==> src/rtl/scanline_irq_pkg.sv <==
package scanline_irq_pkg;
  localparam int CNT_W    = 8;
  localparam int LINE_W   = 9;
  localparam int LAST_VIS = 239;
  localparam logic [CNT_W-1:0] RELOAD_VAL = 8'hBE;
endpackage

==> src/rtl/scanline_irq_line_qual.sv <==
module scanline_irq_line_qual #(
  parameter int LINE_W   = 9,
  parameter int LAST_VIS = 239
) (
  input  logic              line_pulse_i,
  input  logic [LINE_W-1:0] line_i,
  input  logic              render_i,
  output logic              qualify_o
);
  localparam logic [LINE_W-1:0] LastLine = LINE_W'(LAST_VIS);

  always_comb begin
    qualify_o = line_pulse_i && render_i && (line_i <= LastLine);
  end
endmodule

==> src/rtl/scanline_irq_counter.sv <==
module scanline_irq_counter #(
  parameter int                CNT_W      = 8,
  parameter logic [CNT_W-1:0]  RELOAD_VAL = 8'hBE
) (
  input  logic clk_i,
  input  logic rst_i,
  input  logic qualify_i,
  input  logic wr_disarm_i,
  input  logic wr_arm_i,
  output logic fire_o
);
  logic             armed_q;
  logic [CNT_W-1:0] cnt_q;
  logic [CNT_W-1:0] latch_q;
  logic             wr_any;
  logic             step;

  always_comb begin
    wr_any = wr_disarm_i || wr_arm_i;
    step   = qualify_i && armed_q && !wr_any;
    fire_o = step && (cnt_q == '0);
  end

  always_ff @(posedge clk_i) begin
    if (rst_i) begin
      armed_q <= 1'b0;
      cnt_q   <= '0;
      latch_q <= '0;
    end else if (wr_disarm_i) begin
      armed_q <= 1'b0;
      cnt_q   <= RELOAD_VAL;
      latch_q <= RELOAD_VAL;
    end else if (wr_arm_i) begin
      armed_q <= 1'b1;
      cnt_q   <= RELOAD_VAL;
      latch_q <= RELOAD_VAL;
    end else if (step) begin
      if (cnt_q == '0) cnt_q <= latch_q;
      else             cnt_q <= cnt_q - 1'b1;
    end
  end

  AST_WRITE_LOADS: assert property (@(posedge clk_i) disable iff (rst_i)
    wr_any |=> (cnt_q == RELOAD_VAL) && (latch_q == RELOAD_VAL));
  AST_ARM_SETS: assert property (@(posedge clk_i) disable iff (rst_i)
    (wr_arm_i && !wr_disarm_i) |=> armed_q);
  AST_DISARM_WINS: assert property (@(posedge clk_i) disable iff (rst_i)
    wr_disarm_i |=> !armed_q);
  AST_HOLD_UNQUAL: assert property (@(posedge clk_i) disable iff (rst_i)
    (!wr_any && !qualify_i) |=> $stable(cnt_q));
  AST_DECREMENT: assert property (@(posedge clk_i) disable iff (rst_i)
    (step && cnt_q != '0) |=> cnt_q == $past(cnt_q) - 1'b1);
  AST_RELOAD: assert property (@(posedge clk_i) disable iff (rst_i)
    (step && cnt_q == '0) |=> cnt_q == $past(latch_q));
  AST_WRITE_PRIORITY: assert property (@(posedge clk_i) disable iff (rst_i)
    (wr_arm_i && qualify_i) |=> cnt_q == RELOAD_VAL);
endmodule

==> src/rtl/scanline_irq_flag.sv <==
module scanline_irq_flag (
  input  logic clk_i,
  input  logic rst_i,
  input  logic fire_i,
  input  logic wr_disarm_i,
  input  logic wr_arm_i,
  output logic irq_o
);
  logic irq_q;

  always_ff @(posedge clk_i) begin
    if (rst_i)            irq_q <= 1'b0;
    else if (wr_disarm_i) irq_q <= 1'b0;
    else if (fire_i)      irq_q <= 1'b1;
  end

  assign irq_o = irq_q;

  AST_DISARM_CLEARS: assert property (@(posedge clk_i) disable iff (rst_i)
    wr_disarm_i |=> !irq_q);
  AST_FIRE_SETS: assert property (@(posedge clk_i) disable iff (rst_i)
    (fire_i && !wr_disarm_i) |=> irq_q);
  AST_STICKY: assert property (@(posedge clk_i) disable iff (rst_i)
    (irq_q && !wr_disarm_i) |=> irq_q);
  AST_ARM_KEEPS: assert property (@(posedge clk_i) disable iff (rst_i)
    (wr_arm_i && !wr_disarm_i && !fire_i) |=> $stable(irq_q));
endmodule

==> src/rtl/scanline_irq.sv <==
module scanline_irq
  import scanline_irq_pkg::*;
(
  input  logic              clk_i,
  input  logic              rst_i,
  input  logic              line_pulse_i,
  input  logic [LINE_W-1:0] line_i,
  input  logic              render_i,
  input  logic              wr_disarm_i,
  input  logic              wr_arm_i,
  output logic              irq_o
);
  logic qualify;
  logic fire;

  scanline_irq_line_qual #(
    .LINE_W  (LINE_W),
    .LAST_VIS(LAST_VIS)
  ) u_qual (
    .line_pulse_i(line_pulse_i),
    .line_i      (line_i),
    .render_i    (render_i),
    .qualify_o   (qualify)
  );

  scanline_irq_counter #(
    .CNT_W     (CNT_W),
    .RELOAD_VAL(RELOAD_VAL)
  ) u_cnt (
    .clk_i      (clk_i),
    .rst_i      (rst_i),
    .qualify_i  (qualify),
    .wr_disarm_i(wr_disarm_i),
    .wr_arm_i   (wr_arm_i),
    .fire_o     (fire)
  );

  scanline_irq_flag u_flag (
    .clk_i      (clk_i),
    .rst_i      (rst_i),
    .fire_i     (fire),
    .wr_disarm_i(wr_disarm_i),
    .wr_arm_i   (wr_arm_i),
    .irq_o      (irq_o)
  );

  AST_OFFLINE_NO_FIRE: assert property (@(posedge clk_i) disable iff (rst_i)
    (line_pulse_i && line_i > 9'd239) |-> !fire);
  AST_DARK_NO_FIRE: assert property (@(posedge clk_i) disable iff (rst_i)
    (line_pulse_i && !render_i) |-> !fire);
endmodule

==> config.mk <==
export PLATFORM = sky130hd
export DESIGN_NAME = scanline_irq
export DESIGN_NICKNAME = d
export VERILOG_FILES = /design/src/rtl/scanline_irq_pkg.sv /design/src/rtl/scanline_irq_line_qual.sv /design/src/rtl/scanline_irq_counter.sv /design/src/rtl/scanline_irq_flag.sv /design/src/rtl/scanline_irq.sv
export SDC_FILE = /design/constraint.sdc
export NUM_CORES = 1
export LEC_CHECK = 0
export ABC_AREA = 0
export CELL_PAD_IN_SITES_DETAIL_PLACEMENT = 0
export CELL_PAD_IN_SITES_GLOBAL_PLACEMENT = 2
export CORE_ASPECT_RATIO = 0.6
export CORE_MARGIN = 5
export CORE_UTILIZATION = 25
export CTS_BUF_LIST = sky130_fd_sc_hd__clkbuf_16
export DETAILED_ROUTE_END_ITERATION = 16
export PLACE_DENSITY = 0.8
export SLEW_MARGIN = 20
export SYNTH_ARGS = -nofsm -noshare
export SYNTH_HDL_FRONTEND = slang
export SYNTH_SLANG_ARGS = --single-unit
==> constraint.sdc <==
create_clock -name clk_i -period 3.9 [get_ports clk_i]
set_input_delay 0.78 -clock clk_i [delete_from_list [all_inputs] [get_ports clk_i]]
set_output_delay 0.78 -clock clk_i [all_outputs]
set_load 0.01 [all_outputs]
==> run summary, run 1 <==
outcome: completed
most frequent cells in the layout: clkdlybuf4s50_1, dfxtp_1, inv_1
clk buf depth: 2
Worst Clk Skew: 0.00179 ns
Post-Syn Instances: 73
CTS clk-pin slew, worst paths: 0.04 ns
CTS tree: done
drt first-iter violations: 44
Slew Viols, Final: 0
initial antenna violation count: 0
pre-CTS WS: 1.29 ns
Synth Area in XOR/XNOR: 0.0553
FF-to-FF path depth: 4
row count: 14
Setup TNS: 0 ns
main combinational cell family by area after synthesis: simple AND/OR/NAND/NOR gates
Setup crit end kind: register
DIE WIDTH: 75.0 µm
crit path kind: input pin to register
Syn Area/Cell: 8.67 µm²
Worst Hold Depth: 2
Hold WC Path Type: register to register
gr usage total: 0.0932
Yosys warning count: 0
post-CTS sizing: 0
clock sink count: 11
CTS Buf Count: 3
WP buf/inv: 1
# port buffers: 11
CP required: 4.07 ns
Starting Density: 0.256
routed len/inst: 13.3 µm
Max transition margin: 0.524
critical path startpoint category: input pin
IO Pins: 16
# diodes: 0
core area: 2470 µm²
latest clock arrival within the worst-skew pair: 0.24 ns
drt drc: 0
Post-CTS Hold Buffers: 0
Tcrit/Tclk final: 0.606
Cell Area, Synth: 633 µm²
CP Cell Sequence: clkdlybuf4s50_1 > nor2_1 > nand3_1 > or4b_2 > a21oi_1
Final Cell Area: 855 µm²
routed via count: 573
Clock power frac: 0.528
Multi-input gate area: 379 µm²
WP data arrival: 2.53 ns
cell taking the most area after synthesis: dfxtp_1
DPL Wire Length: 1150 µm
Syn Nets: 90
part of the power in registers: 0.352
post-synthesis simple-gate area fraction: 0.291
CP max stage delay: 0.67 ns
Yosys reg bits: 11
CTS root buf: clkbuf_16
critical path's top delay family: simple AND/OR/NAND/NOR gates
internal power: 0.277 mW
Logic pwr share: 0.120
Routability Congestion: 0.763
total die area: 3670 µm²
synth top area cells: dfxtp_1, a221oi_1, mux2i_1
largest net degree at the start of global routing: 11
Synth cell types: 29
setup bufs post-CTS: 0
synthesis-to-finish area growth: 35.0%
Final setup viols: 0
min cycle time layout: 2.36 ns
Vias/cell: 4.86
Max-Cap Viols: 0
final hold violations: 0
mux share of post-synthesis cell area: 0.0632
setup ws final: 1.54 ns
Pre-antenna DRT Iters: 4
P_leak: 0.310 nW
Crit-path slowest cell: or4b_2
Worst Tran Pin Value: 0.708 ns
FILL cells: 242
layout cells sized above 1: 0.105
RSZ-0062 raised after global routing: false
nets: 104
stages on the worst setup path: 5
CTS H-tree lvls: 1
Fmax achieved: 423 MHz
Sw Pwr: 0.0792 mW
Cell Area, Placed: 776 µm²
number of global-route vias before repair: 491
Peak supply drop: 0.200 mV
Post-Synth Adder-Cell Area: 0.0395
total routed wirelength: 1570 µm
Crit Path Max Fanout: 6
GRT Residual Overflow: 0
first-pass GRT wire length: 2500 µm
sequential cell area fraction in the yosys report: 0.348
PD cells: 417 nW/µm²
Die Span Y: 49.0 µm
Compound-Gate Fraction of Synth Area: 0.150
post-route antenna net violation count: 0
Switching Share: 0.222
share of the synthesized area in the top cell type: 0.348
Seq. cell area: 220 µm²
Pwr Total: 0.356 mW
per-stage QoR:
step                      hold slack, ns   util  instances
after floorplan                    0.465      -         73
after global placement             0.483  0.314        114
after detailed placement           0.485  0.314        114
after CTS                          0.494  0.346        118
after global routing               0.517  0.346        118
final                              0.489  0.346        118
metal layers:
metal	vias up	global-route usage	wire [µm]
met3	2	0.0494	69
li1	295	-	-
met5	-	0	0
met2	8	0.103	608
met1	268	0.146	871
met4	0	0.0266	19
synthesized netlist by cell type (all sizes together):
library cell   n
dfxtp         11
inv            7
nor3           6
a221oi         5
nor2           5
a21oi          4
mux2i          4
or3            4
xnor2          3
clkbuf         2
ha             2
nand2          2
nand3          2
nand4          2
o21ai          2
or4            2
a21boi         1
a21o           1
a31oi          1
and3           1
and4b          1
nand2b         1
nor3b          1
nor4           1
or4b           1
xor2           1
worst min-delay path: cells and delay by family, from the launching register on:
family	cells	cell delay, ns
DFF	1	0.30
and+or+nand+nor	2	0.13
area by class of cell:
class,count,area share
Clock inverter,1,0.00439
Inverter,7,0.0307
Multi-Input combinational cell,53,0.444
Timing Repair Buffer,11,0.129
Sequential cell,11,0.258
Tap cell,32,0.0469
Clock buffer,3,0.0878
power groups by stage:
stage / combinational (mW) / sequential (mW) / clock, mW
after floorplan: 0.0269 / 0.125 / 0
after global placement: 0.0415 / 0.127 / 0
after detailed placement: 0.0422 / 0.127 / 0
after CTS: 0.0427 / 0.125 / 0.193
after global routing: 0.0473 / 0.126 / 0.198
final: 0.0426 / 0.126 / 0.188
sequential cells by signal (all words and copies together), names as in the netlist:
name / flops
u_cnt.latch_q: 1
u_cnt.cnt_q: 8
u_cnt.armed_q: 1
u_flag.irq_o: 1
logic make-up (layout without fill, tap and decap cells):
group / count (synthesis) / in the layout
AND/OR/NAND/NOR: 29 / 29
AO/OA/AOI/OAI: 14 / 14
flip-flops: 11 / 11
buffers and inverters: 9 / 22
XOR/XNOR: 4 / 4
multiplexers: 4 / 4
adder cells (fa/ha/maj): 2 / 2
final timing paths:
path	start	to	slack [ns]
worst max register to register	u_cnt.cnt_q[2]	u_cnt.cnt_q[7]	2.00
worst min-delay path	u_cnt.armed_q	u_cnt.armed_q	0.49
worst min register to register	u_cnt.armed_q	u_cnt.armed_q	0.49
worst max-delay path	wr_disarm_i	u_cnt.cnt_q[6]	1.54
Power figures use the tool's default switching activity.
==> run 2, diff against run 1 <==
--- a/config.mk
+++ b/config.mk
@@ -10,7 +10,7 @@
 export CELL_PAD_IN_SITES_GLOBAL_PLACEMENT = 2
 export CORE_ASPECT_RATIO = 0.6
 export CORE_MARGIN = 5
-export CORE_UTILIZATION = 25
+export CORE_UTILIZATION = 24
 export CTS_BUF_LIST = sky130_fd_sc_hd__clkbuf_16
 export DETAILED_ROUTE_END_ITERATION = 16
 export PLACE_DENSITY = 0.8
==> constraint.sdc (replaced) <==
create_clock -name clk_i -period 2 [get_ports clk_i]
set_input_delay 0.4 -clock clk_i [delete_from_list [all_inputs] [get_ports clk_i]]
set_output_delay 0.4 -clock clk_i [all_outputs]
set_load 0.01 [all_outputs]
==> run 2 against run 1 <==
Utilization is 1.7 points higher. Worst setup slack got worse by 1.5 ns. First-iteration DRC count fell by 4.5%. Sequential share of layout area fell by 1.7 points. Clock power increased by 96%. Largest power group unchanged. Final cell count is 6.8% higher. Critical path depth increased by 1. Sequential cell count did not move. Combinational power increased by 130%. Via count grew 10%.
==> run summary, run 2 (synthesized netlist as in run 1, its figures left out) <==
Max transition margin: 0.483 (-0.0411)
Biggest register: u_cnt.cnt_q
min cycle time layout: 1.92 ns
largest net degree at the start of global routing: 8 (-3)
gr usage total: 0.0867 (-0.00651)
Cells after DPL: 122 (+7.0%)
core area: 2520 µm² (+2.1%)
first-pass GRT wire length: 2570 µm (+3.0%)
final hold violations: 0 (unchanged)
CTS H-tree lvls: 1 (unchanged)
critical path startpoint category: input pin
DPL Wire Length: 1270 µm (+11%)
FILL cells: 265 (+9.5%)
Crit Path Max Fanout: 5 (-1)
Tcrit/Tclk final: 0.962
drt drc: 0 (unchanged)
total routed wirelength: 1690 µm (+7.4%)
CP required: 2.11 ns (-1.96 ns)
Clock power frac: 0.520 (-0.008)
routed via count: 631 (+10%)
setup ws final: 0.0751 ns (-1.46 ns)
CP Cell Sequence: clkdlybuf4s50_1 > nor2_1 > buf_4 > a21boi_0 > a21o_1 > a221oi_1
row count: 14 (unchanged)
Die Span Y: 49.8 µm (+1.6%)
initial antenna violation count: 0 (unchanged)
post-route antenna net violation count: 0 (unchanged)
part of the power in registers: 0.344 (-0.008)
nets: 112 (+7.7%)
CP max stage delay: 0.62 ns (-0.05 ns)
Final Cell Area: 916 µm² (+7.2%)
Setup crit end kind: register
clk buf depth: 2 (unchanged)
layout cells sized above 1: 0.191 (+0.0868)
crit path kind: input pin to register
most frequent cells in the layout: clkdlybuf4s50_1, dfxtp_1, buf_4, inv_1
max FFs per register: 8 (unchanged)
P_leak: 0.348 nW (+12%)
Post-CTS Hold Buffers: 0 (unchanged)
# diodes: 0 (unchanged)
RSZ-0062 raised after global routing: false
GRT Residual Overflow: 0 (unchanged)
Routability Congestion: 0.713 (-6.6%)
outcome: completed
Sw Pwr: 0.157 mW (+99%)
total die area: 3800 µm² (+3.5%)
Worst Tran Pin Value: 0.769 ns (+0.0611 ns)
clock sink count: 11 (unchanged)
Worst Clk Skew: 0.00183 ns (+0.0000442 ns)
hold slack: 0.502 ns (+0.0126 ns)
setup bufs post-CTS: 0 (unchanged)
Slew Viols, Final: 0 (unchanged)
IO Pins: 16 (unchanged)
Max-Cap Viols: 0 (unchanged)
CTS root buf: clkbuf_16
Starting Density: 0.251 (-0.00534)
Crit-path slowest cell: a21boi_0
Pre-antenna DRT Iters: 6 (+2)
drt first-iter violations: 42 (-4.5%)
Pwr Total: 0.708 mW (+99%)
Logic pwr share: 0.135 (+0.015)
Finished Layout Cells: 126 (+6.8%)
Switching Share: 0.222 (about the same)
post-CTS sizing: 0 (unchanged)
Fmax achieved: 519 MHz
Peak supply drop: 0.421 mV (+110%)
CTS Buf Count: 3 (unchanged)
routed len/inst: 13.4 µm (+0.57%)
DIE WIDTH: 76.3 µm (+1.8%)
CTS clk-pin slew, worst paths: 0.04 ns (about the same)
Hold WC Path Type: register to register
Cell Area, Placed: 836 µm² (+7.7%)
Vias/cell: 5.01 (+3.1%)
number of global-route vias before repair: 554 (+13%)
synthesis-to-finish area growth: 44.7%
CTS tree: done
# port buffers: 11 (unchanged)
WP data arrival: 2.03 ns (-0.50 ns)
internal power: 0.551 mW (+99%)
PD cells: 773 nW/µm² (+85%)
pre-CTS WS: -0.0957 ns (-1.39 ns)
latest clock arrival within the worst-skew pair: 0.24 ns (about the same)
Final setup viols: 0 (unchanged)
[run 2: layout make-up]
type,instances,area (µm²),area share
Timing Repair Buffer,19,170,0.186
Inverter,7,26.3,0.0287
Tap cell,32,40.0,0.0437
Clock buffer,3,75.1,0.0820
Sequential cell,11,220,0.240
Clock inverter,1,5.00,0.00546
Multi-Input combinational cell,53,379,0.414
[run 2: metal layers]
layer | vias to the layer above | GRT usage | wire [µm]
met5 | - | 0 | 0
met4 | 0 | 0.00872 | 0
met3 | 0 | 0.0436 | 154
met2 | 23 | 0.108 | 675
met1 | 293 | 0.132 | 855
li1 | 315 | - | -
[run 2: critical path, delay by kind of cell]
family | cells | cell delay [ns]
AO/OA/AOI/OAI | 3 | 0.88
buffers and inverters | 2 | 0.57
AND/OR/NAND/NOR | 1 | 0.17
[run 2: final timing paths]
path                            slack [ns]              to  cells after the start      startpoint
worst max-delay path                  0.08  u_cnt.cnt_q[5]                      6     wr_disarm_i
worst min-delay path                  0.50   u_cnt.armed_q                      2   u_cnt.armed_q
worst max register to register        0.14  u_cnt.cnt_q[7]                      4  u_cnt.cnt_q[3]
worst min register to register        0.50   u_cnt.armed_q                      2   u_cnt.armed_q
[run 2: stage by stage]
| step | TNS [ns] | utilization |
|---|---|---|
| 2_1_floorplan | 0 | - |
| 3_3_place_gp | -0.522 | 0.331 |
| 3_5_place_dp | -0.361 | 0.331 |
| 4_1_cts | 0 | 0.363 |
| 5_1_grt | 0 | 0.363 |
| 6_report | 0 | 0.363 |
[run 2: power groups by stage]
stage                     Combinational [mW]  Sequential [mW]  Clock, mW
after detailed placement              0.0943            0.247          0
after CTS                             0.0951            0.243      0.375
final                                 0.0959            0.244      0.368
after global routing                   0.103            0.245      0.382
after global placement                0.0931            0.247          0
after floorplan                       0.0524            0.244          0
==> run 3, diff against run 2 <==
--- a/config.mk
+++ b/config.mk
@@ -8,8 +8,7 @@
 export ABC_AREA = 0
 export CELL_PAD_IN_SITES_DETAIL_PLACEMENT = 0
 export CELL_PAD_IN_SITES_GLOBAL_PLACEMENT = 2
-export CORE_ASPECT_RATIO = 0.6
-export CORE_MARGIN = 5
+export CORE_ASPECT_RATIO = 0.8
 export CORE_UTILIZATION = 24
 export CTS_BUF_LIST = sky130_fd_sc_hd__clkbuf_16
 export DETAILED_ROUTE_END_ITERATION = 16
==> run 3 against run 2 <==
Clock-buffer cell count did not move. Register-to-register slack improved by 0.06 ns. Largest cell class unchanged. Design area rose by 0.55%. Power rose by 0.50%. Critical endpoint is now u_cnt.cnt_q[7]. Routed wire length fell by 12%. Combinational power fell by 0.8%.
==> run summary, run 3 (synthesized netlist as in run 1, its figures left out) <==
outcome: completed
gr busiest metal: met1
CP required: 2.11 ns (about the same)
Crit-path slowest cell: or4_4
Post-CTS Hold Buffers: 0 (unchanged)
# diodes: 0 (unchanged)
Setup crit end kind: register
setup ws final: 0.200 ns (+0.125 ns)
latest clock arrival within the worst-skew pair: 0.24 ns (about the same)
setup bufs post-CTS: 0 (unchanged)
clk buf depth: 2 (unchanged)
initial antenna violation count: 0 (unchanged)
DPL Wire Length: 1160 µm (-8.7%)
drt first-iter violations: 21 (-50%)
core area: 2480 µm² (-1.6%)
Biggest register: u_cnt.cnt_q
routed via count: 612 (-3.0%)
final hold violations: 0 (unchanged)
CTS root buf: clkbuf_16
largest net degree at the start of global routing: 11 (+3)
crit path kind: register to register
total die area: 2850 µm² (-25%)
IO Pins: 16 (unchanged)
Fmax achieved: 555 MHz (+6.9%)
row count: 16 (+2)
GRT met2 Usage: 0.162 (+0.0538)
Pre-antenna DRT Iters: 4 (-2)
Worst Tran Pin Value: 0.482 ns (-0.287 ns)
met1 usage: 0.171 (+0.0384)
Hold WC Path Type: register to register
Pwr Total: 0.712 mW (+0.50%)
CTS tree: done
total routed wirelength: 1490 µm (-12%)
layout cells sized above 1: 0.191 (unchanged)
post-route antenna net violation count: 0 (unchanged)
Crit Path Max Fanout: 4 (-1)
gr usage total: 0.121 (+0.0339)
nets: 112 (unchanged)
Routability Congestion: 0.788 (+10%)
drt drc: 0 (unchanged)
Final Cell Area: 921 µm² (+0.55%)
Max transition margin: 0.678 (+0.195)
Worst Clk Skew: 0.00340 ns (+0.00157 ns)
max FFs per register: 8 (unchanged)
Vias/cell: 4.71 (-6.0%)
Setup TNS: 0 ns (unchanged)
# port buffers: 11 (unchanged)
min cycle time layout: 1.80 ns (-0.125 ns)
DIE WIDTH: 59.4 µm (-22%)
GRT Residual Overflow: 0 (unchanged)
Tcrit/Tclk final: 0.900 (-0.0623)
routed len/inst: 11.4 µm (-15%)
first-pass GRT wire length: 2390 µm (-7.2%)
most frequent cells in the layout: clkdlybuf4s50_1, dfxtp_1, buf_4, inv_1
Die Span Y: 47.9 µm (-3.7%)
final core occ: 0.371 (+0.00787)
clock sink count: 11 (unchanged)
WP data arrival: 1.91 ns (-0.12 ns)
number of global-route vias before repair: 518 (-6.5%)
Final setup viols: 0 (unchanged)
CTS clk-pin slew, worst paths: 0.04 ns (about the same)
Max-Cap Viols: 0 (unchanged)
Slew Viols, Final: 0 (unchanged)
pre-CTS WS: -0.115 ns (-0.0193 ns)
RSZ-0062 raised after global routing: false
critical path startpoint category: register
P_leak: 0.349 nW (+0.38%)
synthesis-to-finish area growth: 45.5%
Cell Area, Placed: 841 µm² (+0.60%)
CP Cell Sequence: or4_4 > or4_2 > o21ai_0 > a31oi_1
GRT met3 Usage: 0.0405 (-0.00310)
CTS Buf Count: 3 (unchanged)
CTS H-tree lvls: 1 (unchanged)
Starting Density: 0.255 (+0.00405)
PD cells: 773 nW/µm² (about the same)
CP max stage delay: 0.57 ns (-0.05 ns)
Peak supply drop: 0.406 mV (-3.4%)
-- run 3: final cells by class --
class,instances,area (µm²)
timing repair buffer,19,170
multi-input combinational,53,379
clock buffer,3,75.1
inverter,7,26.3
clock inverter,1,5.00
tap,36,45.0
sequential,11,220
fill,275,1560
-- run 3: timing repair --
item,CTS,global route
endpoints found under the setup margin,0,1
resized for setup,0,1
hold endpoints to repair,0,0
-- run 3: stage by stage --
stage | cells | hold WS [ns]
floorplan | 73 | 0.465
global placement | 126 | 0.492
detailed placement | 126 | 0.501
CTS | 130 | 0.509
global route | 130 | 0.542
finish | 130 | 0.502
-- run 3: per-layer routing --
layer	vias up	part of all wire
met2	20	0.42
met5	-	0
met4	0	0.015
met3	3	0.069
met1	278	0.49
li1	311	-
-- run 3: final timing paths --
kind                                  endpoint            from  cells after the start  slack, ns
worst max-delay path            u_cnt.cnt_q[7]  u_cnt.cnt_q[2]                      4       0.20
worst min-delay path             u_cnt.armed_q   u_cnt.armed_q                      2       0.50
worst max register to register  u_cnt.cnt_q[7]  u_cnt.cnt_q[2]                      4       0.20
worst min register to register   u_cnt.armed_q   u_cnt.armed_q                      2       0.50
-- run 3: power by group --
group | internal, mW | switching, mW
clock network | 0.266 | 0.109
registers | 0.231 | 0.0103
logic | 0.0538 | 0.0413
total | 0.551 | 0.161
-- run 3: worst max-delay path, delay by kind of cell, from the launching register on --
kind	cells	cell delay, ns
simple gates	2	1.11
flops	1	0.31
compound gates	2	0.25
